<file path="src/rtl/mv2_pkg.sv">
package mv2_pkg;

    typedef enum logic {
        PH_EXPECT_X0 = 1'b0,
        PH_EXPECT_X1 = 1'b1
    } pair_state_e;

    typedef enum logic [1:0] {
        EM_IDLE = 2'd0,
        EM_ROW0 = 2'd1,
        EM_ROW1 = 2'd2
    } emit_state_e;

endpackage

</file>
<file path="src/rtl/mv2_weight_bank.sv">
module mv2_weight_bank #(
    parameter int ELEM_W = 8,
    parameter int LANES  = 4
) (
    input  logic                      clk,
    input  logic                      rst,
    input  logic                      load,
    input  logic [LANES*ELEM_W-1:0]   load_word,
    output logic [LANES*ELEM_W-1:0]   w_flat
);
    logic [LANES*ELEM_W-1:0] w_q;

    always_ff @(posedge clk) begin
        if (rst) begin
            w_q <= '0;
        end else if (load) begin
            w_q <= load_word;
        end
    end

    assign w_flat = w_q;

    // Weights hold their value between loads
    assert_weights_hold_R10: assert property (@(posedge clk) disable iff (rst)
        !load |=> $stable(w_flat));

    // Reset clears the bank
    assert_weights_cleared_R9: assert property (@(posedge clk)
        rst |=> (w_flat == '0));

endmodule

</file>
<file path="src/rtl/mv2_pair_fsm.sv">
module mv2_pair_fsm
    import mv2_pkg::*;
#(
    parameter int ELEM_W = 8
) (
    input  logic                     clk,
    input  logic                     rst,
    input  logic                     load,
    input  logic                     in_valid,
    input  logic signed [ELEM_W-1:0] in_data,
    output logic                     pair_fire,
    output logic signed [ELEM_W-1:0] x0_held
);
    pair_state_e             state_q, state_d;
    logic signed [ELEM_W-1:0] x0_q;
    logic                     take;

    assign take = !rst && !load && in_valid;

    always_comb begin
        state_d = state_q;
        unique case (state_q)
            PH_EXPECT_X0: if (take) state_d = PH_EXPECT_X1;
            PH_EXPECT_X1: if (take) state_d = PH_EXPECT_X0;
            default:      state_d = PH_EXPECT_X0;
        endcase
    end

    always_ff @(posedge clk) begin
        if (rst) begin
            state_q <= PH_EXPECT_X0;
        end else begin
            state_q <= state_d;
        end
    end

    always_ff @(posedge clk) begin
        if (rst) begin
            x0_q <= '0;
        end else if (take && state_q == PH_EXPECT_X0) begin
            x0_q <= in_data;
        end
    end

    assign pair_fire = take && (state_q == PH_EXPECT_X1);
    assign x0_held   = x0_q;

    // Pairs cannot fire on two consecutive edges
    assert_pair_alternate_R3: assert property (@(posedge clk) disable iff (rst)
        pair_fire |=> !pair_fire);

    // A load cycle never completes a pair
    assert_load_blocks_R2: assert property (@(posedge clk) disable iff (rst)
        load |-> !pair_fire);

endmodule

</file>
<file path="src/rtl/mv2_dot_row.sv">
module mv2_dot_row #(
    parameter int ELEM_W = 8,
    parameter int OUT_W  = 2*ELEM_W + 1
) (
    input  logic signed [ELEM_W-1:0] w_a,
    input  logic signed [ELEM_W-1:0] w_b,
    input  logic signed [ELEM_W-1:0] x_a,
    input  logic signed [ELEM_W-1:0] x_b,
    output logic signed [OUT_W-1:0]  dot
);
    localparam int PROD_W = 2*ELEM_W;

    logic signed [PROD_W-1:0] p_a, p_b;
    logic signed [OUT_W-1:0]  e_a, e_b;

    always_comb begin
        p_a = w_a * x_a;
        p_b = w_b * x_b;
        e_a = OUT_W'(p_a);
        e_b = OUT_W'(p_b);
        dot = e_a + e_b;
    end

endmodule

</file>
<file path="src/rtl/mv2_emit_fsm.sv">
module mv2_emit_fsm
    import mv2_pkg::*;
#(
    parameter int OUT_W = 17
) (
    input  logic                    clk,
    input  logic                    rst,
    input  logic                    fire,
    input  logic signed [OUT_W-1:0] row0,
    input  logic signed [OUT_W-1:0] row1,
    output logic                    out_valid,
    output logic [OUT_W-1:0]        out_data
);
    emit_state_e       state_q, state_d;
    logic [OUT_W-1:0]  hold_q;
    logic [OUT_W-1:0]  data_q;

    always_comb begin
        state_d = state_q;
        unique case (state_q)
            EM_IDLE: state_d = fire ? EM_ROW0 : EM_IDLE;
            EM_ROW0: state_d = EM_ROW1;
            EM_ROW1: state_d = fire ? EM_ROW0 : EM_IDLE;
            default: state_d = EM_IDLE;
        endcase
    end

    always_ff @(posedge clk) begin
        if (rst) begin
            state_q <= EM_IDLE;
        end else begin
            state_q <= state_d;
        end
    end

    always_ff @(posedge clk) begin
        if (rst) begin
            data_q <= '0;
            hold_q <= '0;
        end else if (fire) begin
            data_q <= row0;
            hold_q <= row1;
        end else if (state_q == EM_ROW0) begin
            data_q <= hold_q;
        end else begin
            data_q <= '0;
        end
    end

    assign out_valid = (state_q != EM_IDLE);
    assign out_data  = data_q;

    // Row 0 appears on the cycle after the pair
    assert_row0_slot_R5: assert property (@(posedge clk) disable iff (rst)
        fire |=> out_valid);

    // Row 1 follows one cycle later
    assert_row1_slot_R6: assert property (@(posedge clk) disable iff (rst)
        fire |-> ##2 out_valid);

    // No scheduled result means zero data
    assert_idle_zero_R8: assert property (@(posedge clk) disable iff (rst)
        !out_valid |-> (out_data == '0));

    // Reset silences the outputs
    assert_reset_quiet_R9: assert property (@(posedge clk)
        rst |=> (!out_valid && out_data == '0));

endmodule

</file>
<file path="src/rtl/mv2_matvec.sv">
module mv2_matvec #(
    parameter int  ELEM_W = 8,
    localparam int DIM    = 2,
    localparam int OUT_W  = 2*ELEM_W + 1
) (
    input  logic                    clk,
    input  logic                    rst,
    input  logic                    weight_load,
    input  logic [DIM*DIM*ELEM_W-1:0] weight_data,
    input  logic                    in_valid,
    input  logic [ELEM_W-1:0]       in_data,
    output logic                    out_valid,
    output logic [OUT_W-1:0]        out_data
);
    logic [DIM*DIM*ELEM_W-1:0] w_flat;
    logic                      pair_fire;
    logic signed [ELEM_W-1:0]  x0_held;
    logic signed [ELEM_W-1:0]  x1_now;
    logic signed [OUT_W-1:0]   row_res [DIM];

    assign x1_now = in_data;

    mv2_weight_bank #(.ELEM_W(ELEM_W), .LANES(DIM*DIM)) u_bank (
        .clk       (clk),
        .rst       (rst),
        .load      (weight_load),
        .load_word (weight_data),
        .w_flat    (w_flat)
    );

    mv2_pair_fsm #(.ELEM_W(ELEM_W)) u_pair (
        .clk       (clk),
        .rst       (rst),
        .load      (weight_load),
        .in_valid  (in_valid),
        .in_data   (in_data),
        .pair_fire (pair_fire),
        .x0_held   (x0_held)
    );

    for (genvar r = 0; r < DIM; r++) begin : g_row
        mv2_dot_row #(.ELEM_W(ELEM_W), .OUT_W(OUT_W)) u_row (
            .w_a (w_flat[(r*DIM+0)*ELEM_W +: ELEM_W]),
            .w_b (w_flat[(r*DIM+1)*ELEM_W +: ELEM_W]),
            .x_a (x0_held),
            .x_b (x1_now),
            .dot (row_res[r])
        );
    end

    mv2_emit_fsm #(.OUT_W(OUT_W)) u_emit (
        .clk       (clk),
        .rst       (rst),
        .fire      (pair_fire),
        .row0      (row_res[0]),
        .row1      (row_res[1]),
        .out_valid (out_valid),
        .out_data  (out_data)
    );

    // A load cycle schedules no result for the next cycle
    assert_load_no_result_R2: assert property (@(posedge clk) disable iff (rst)
        (weight_load && !out_valid) |=> !out_valid);

endmodule

</file>
<file path="config.mk">
export PLATFORM = sky130hd
export DESIGN_NAME = mv2_matvec
export DESIGN_NICKNAME = d
export VERILOG_FILES = /design/src/rtl/mv2_pkg.sv /design/src/rtl/mv2_weight_bank.sv /design/src/rtl/mv2_pair_fsm.sv /design/src/rtl/mv2_dot_row.sv /design/src/rtl/mv2_emit_fsm.sv /design/src/rtl/mv2_matvec.sv
export SDC_FILE = /design/constraint.sdc
export NUM_CORES = 1
export LEC_CHECK = 0
export BUFFER_PORTS_ARGS = -buffer_cell sky130_fd_sc_hd__buf_2
export CORE_ASPECT_RATIO = 0.75
export CORE_MARGIN = 4
export CORE_UTILIZATION = 40
export CTS_CLUSTER_DIAMETER = 120
export DETAILED_ROUTE_END_ITERATION = 10
export PLACE_DENSITY = 0.58
export SYNTH_ARGS = -nofsm -noshare
export SYNTH_HDL_FRONTEND = slang
export SYNTH_SLANG_ARGS = --single-unit
</file>
<file path="constraint.sdc">
create_clock -name clk -period 8.1 [get_ports clk]
set_input_delay 0.81 -clock clk [delete_from_list [all_inputs] [get_ports clk]]
set_output_delay 0.81 -clock clk [all_outputs]
set_load 0.02 [all_outputs]
</file>
==> impl_metrics.tcl <==
set metrics [dict create \
    synth_edf_count 0 \
    post-cts-setup-buffers 0 \
    slew_headroom_pct 31.1 \
    nFillCells 3278 \
    critPathKind "reg2reg" \
    tns_ns 0 \
    start_util_pct 41.1 \
    synthTopCellsByArea "fa_1 42%, dfxtp_1 11%, ha_1 10%, inv_1 9.5%, and2_1 7.0%" \
    fin_hold_ws_ns 0.463 \
    area_growth_pct 7.53 \
    p_comb_share_pct 60.3 \
    postCtsHoldBufs 0 \
    routed_wl_microns 33300 \
    cp-start-kind "flip-flop" \
    finalCriticalPeriod_ns 6.40 \
    drc 0 \
    end_kind "flip-flop" \
    dp_hpwl_microns 27500 \
    worstPathRequired_ns 8.34 \
    intPower_w 0.00123 \
    wl_per_cell_microns 17.5 \
    syn_avg_cell_area_sq_um 9.43 \
    grt_usage_pct 19.3 \
    place_congestion 0.839 \
    rsz0062_at_grt "false" \
    drt_iter0_markers 596 \
    synth_most_common_cell "inv_1" \
    pwr-share-seq_pct 19.5 \
    drive_gt1_share_pct 5.74 \
    antenna_left 0 \
    setup_viol 0 \
    arrival_ns 6.64 \
    cts_root_buf "clkbuf_16" \
    synth_top_area_share_pct 42.4 \
    synth_nets 1869 \
    status "complete, no violations" \
    p_leak_nw 7.40 \
    cts_max_path_buffers 2 \
    grt_pass1_vias 9645 \
    fmaxAchievable_mhz 156 \
    io_pins 62 \
    post_cts_resized 0 \
    first_pass_iters 5 \
    numCtsBuffers 9 \
    ys.flop_type "dfxtp_1" \
    p_per_area_nw_per_um2 154 \
    worstHoldPathType "reg2reg" \
    skew_ns 0.0128 \
    dieArea_sq_um 36800 \
    total_power_w 0.00223 \
    viasPerCell 4.84 \
    cts_tree "done" \
    clock_latency_ns 0.37 \
    grt_max_degree 69 \
    r2r_start "u_pair.x0_held[4]$_SDFFE_PP0P_" \
    path_clk_slew_ns 0.07 \
    hp-start "u_emit.state_q[0]$_SDFF_PP0_" \
    swShare_pct 45.1 \
    io_buffers 61 \
    grt_pass1_wl_microns 54700 \
    period_share_pct 79.0 \
    via_count 9231 \
    die_w_microns 220 \
    synth_top_cell_by_area "fa_1" \
    seq_area_frac_synth_pct 11.4 \
    critPathMaxFanout 17 \
    final_nets 1896 \
    yosysWarnings 0 \
    hold_viol 0 \
    synth-seq-cells 77 \
    clock-sinks 77 \
    maxCapViolCount 0 \
    dieHeight_microns 167 \
    synthTopCellsByCount "343 x inv_1, 286 x fa_1, 151 x and2_1" \
    rows 57 \
    async_reset_ff_share_pct 0 \
    synthesis.area_sq_um 13500 \
    cts_max_level 3 \
    netSwitchingPower_w 0.00101 \
    antenna_found_initial 2 \
    slew_viol_final 0 \
    synth_cell_types 44 \
    gr-total-overflow 0 \
    synth_cells 1431 \
    ir_drop_uv 113 \
    crit_start "u_pair.x0_held[4]$_SDFFE_PP0P_" \
    tightest_slew_ns 1.03 \
    pwr-share-clk_pct 20.2 \
    coreArea_sq_um 32800 \
]
power groups by stage:
| stage | clock network [W] | logic (W) | registers (W) |
|---|---|---|---|
| after floorplan | 0 | 0.000994 | 0.000412 |
| after global routing | 0.000477 | 0.00155 | 0.000438 |
| after global placement | 0 | 0.00133 | 0.000442 |
| final | 0.000450 | 0.00135 | 0.000435 |
| after CTS | 0.000466 | 0.00136 | 0.000434 |
| after detailed placement | 0 | 0.00135 | 0.000442 |
sequential cells by signal, summed over array words and instances (netlist names):
signal and cells:
u_bank.w_flat 32, u_emit.hold_q 17, u_emit.out_data 17, u_pair.x0_held 8, u_emit.state_q 2, u_pair.state_q 1
kinds of logic (layout without fill, tap and decap cells):
logic type	Yosys count	count (layout)	synth area share [%]
and+or+nand+nor	385	385	14.4
other	0	1	0
xor gates and xnor gates	46	46	2.99
adders and majority gates	394	394	52.5
buffers and inverters	392	424	10.9
AOI/OAI and AO/OA	94	94	4.67
muxes	43	43	3.19
DFF	77	77	11.4
through the flow:
| stage | instance area, sq um | util, % | std cells | setup WS (ns) |
|---|---|---|---|---|
| detailed placement | 14200 | 43.3 | 1889 | 1.39 |
| CTS | 14500 | 44.2 | 1905 | 1.76 |
| finish | 14500 | 44.2 | 1906 | 1.70 |
| floorplan | 13500 | - | 1431 | 2.04 |
| global placement | 14200 | 43.3 | 1889 | 1.47 |
| global route | 14500 | 44.2 | 1905 | 1.39 |
cell type report:
class / count / area [sq um] / share of cell area (%)
Clock buffer: 12 / 236 / 1.63
Sequential cell: 77 / 1540 / 10.6
Clock inverter: 4 / 72.6 / 0.500
Antenna cell: 1 / 2.50 / 0.0172
Timing Repair Buffer: 65 / 335 / 2.31
Multi-Input combinational cell: 962 / 10500 / 72.2
Tap cell: 442 / 553 / 3.81
Inverter: 343 / 1290 / 8.87
worst max-delay path, stage by stage (launching register included):
cell and delay, ns:
dfxtp_1 0.92, nand2_1 0.19, fa_1 0.56, inv_1 0.05, fa_1 0.47, inv_1 0.05
fa_1 0.49, inv_1 0.06, fa_1 0.49, fa_1 0.49, inv_1 0.05, fa_1 0.47
inv_1 0.04, ha_1 0.32, and3_1 0.20, a221oi_2 0.41, a211oi_1 0.23, or3_1 0.35
a31oi_1 0.20, xor2_1 0.17, o21ai_1 0.07
per-layer routing:
metal,global-route usage [%],part of all wire [%],up-vias
li1,-,-,4307
met1,31.4,52,4678
met2,26.4,40,223
met3,4.46,6.4,21
met4,2.73,0.91,2
met5,0,0.045,-
final timing paths:
| check | end | slack (ns) | depth (start not counted) |
|---|---|---|---|
| setup / recovery | u_emit.hold_q[14]$_SDFFE_PP0P_ | 1.70 | 20 |
| hold / removal | u_emit.state_q[0]$_SDFF_PP0_ | 0.46 | 1 |
| setup reg to reg | u_emit.hold_q[14]$_SDFFE_PP0P_ | 1.70 | 20 |
| hold reg to reg | u_emit.state_q[0]$_SDFF_PP0_ | 0.46 | 1 |
cells in the final DEF, fill, tap and decap left out, types with 3 or more instances in the layout:
cell type  instances
a21oi_1           25
dfxtp_1           77
xnor2_1           37
a22o_1             4
buf_4              4
nand2b_1          13
fa_1             286
and2_1           151
o21ai_1            3
o21a_1             7
nor2b_1            7
nor3_1             9
nor2_1            96
o21ai_0           19
a211oi_1           3
mux2i_1           43
clkbuf_1           3
nand2_1           91
a22oi_1            5
or3_1              5
buf_2             61
inv_1            343
o311ai_0           3
and3_1             3
xor2_1             9
a311oi_1           3
ha_1             108
clkbuf_16          9
a21o_1             8
Power figures use the tool's default switching activity.
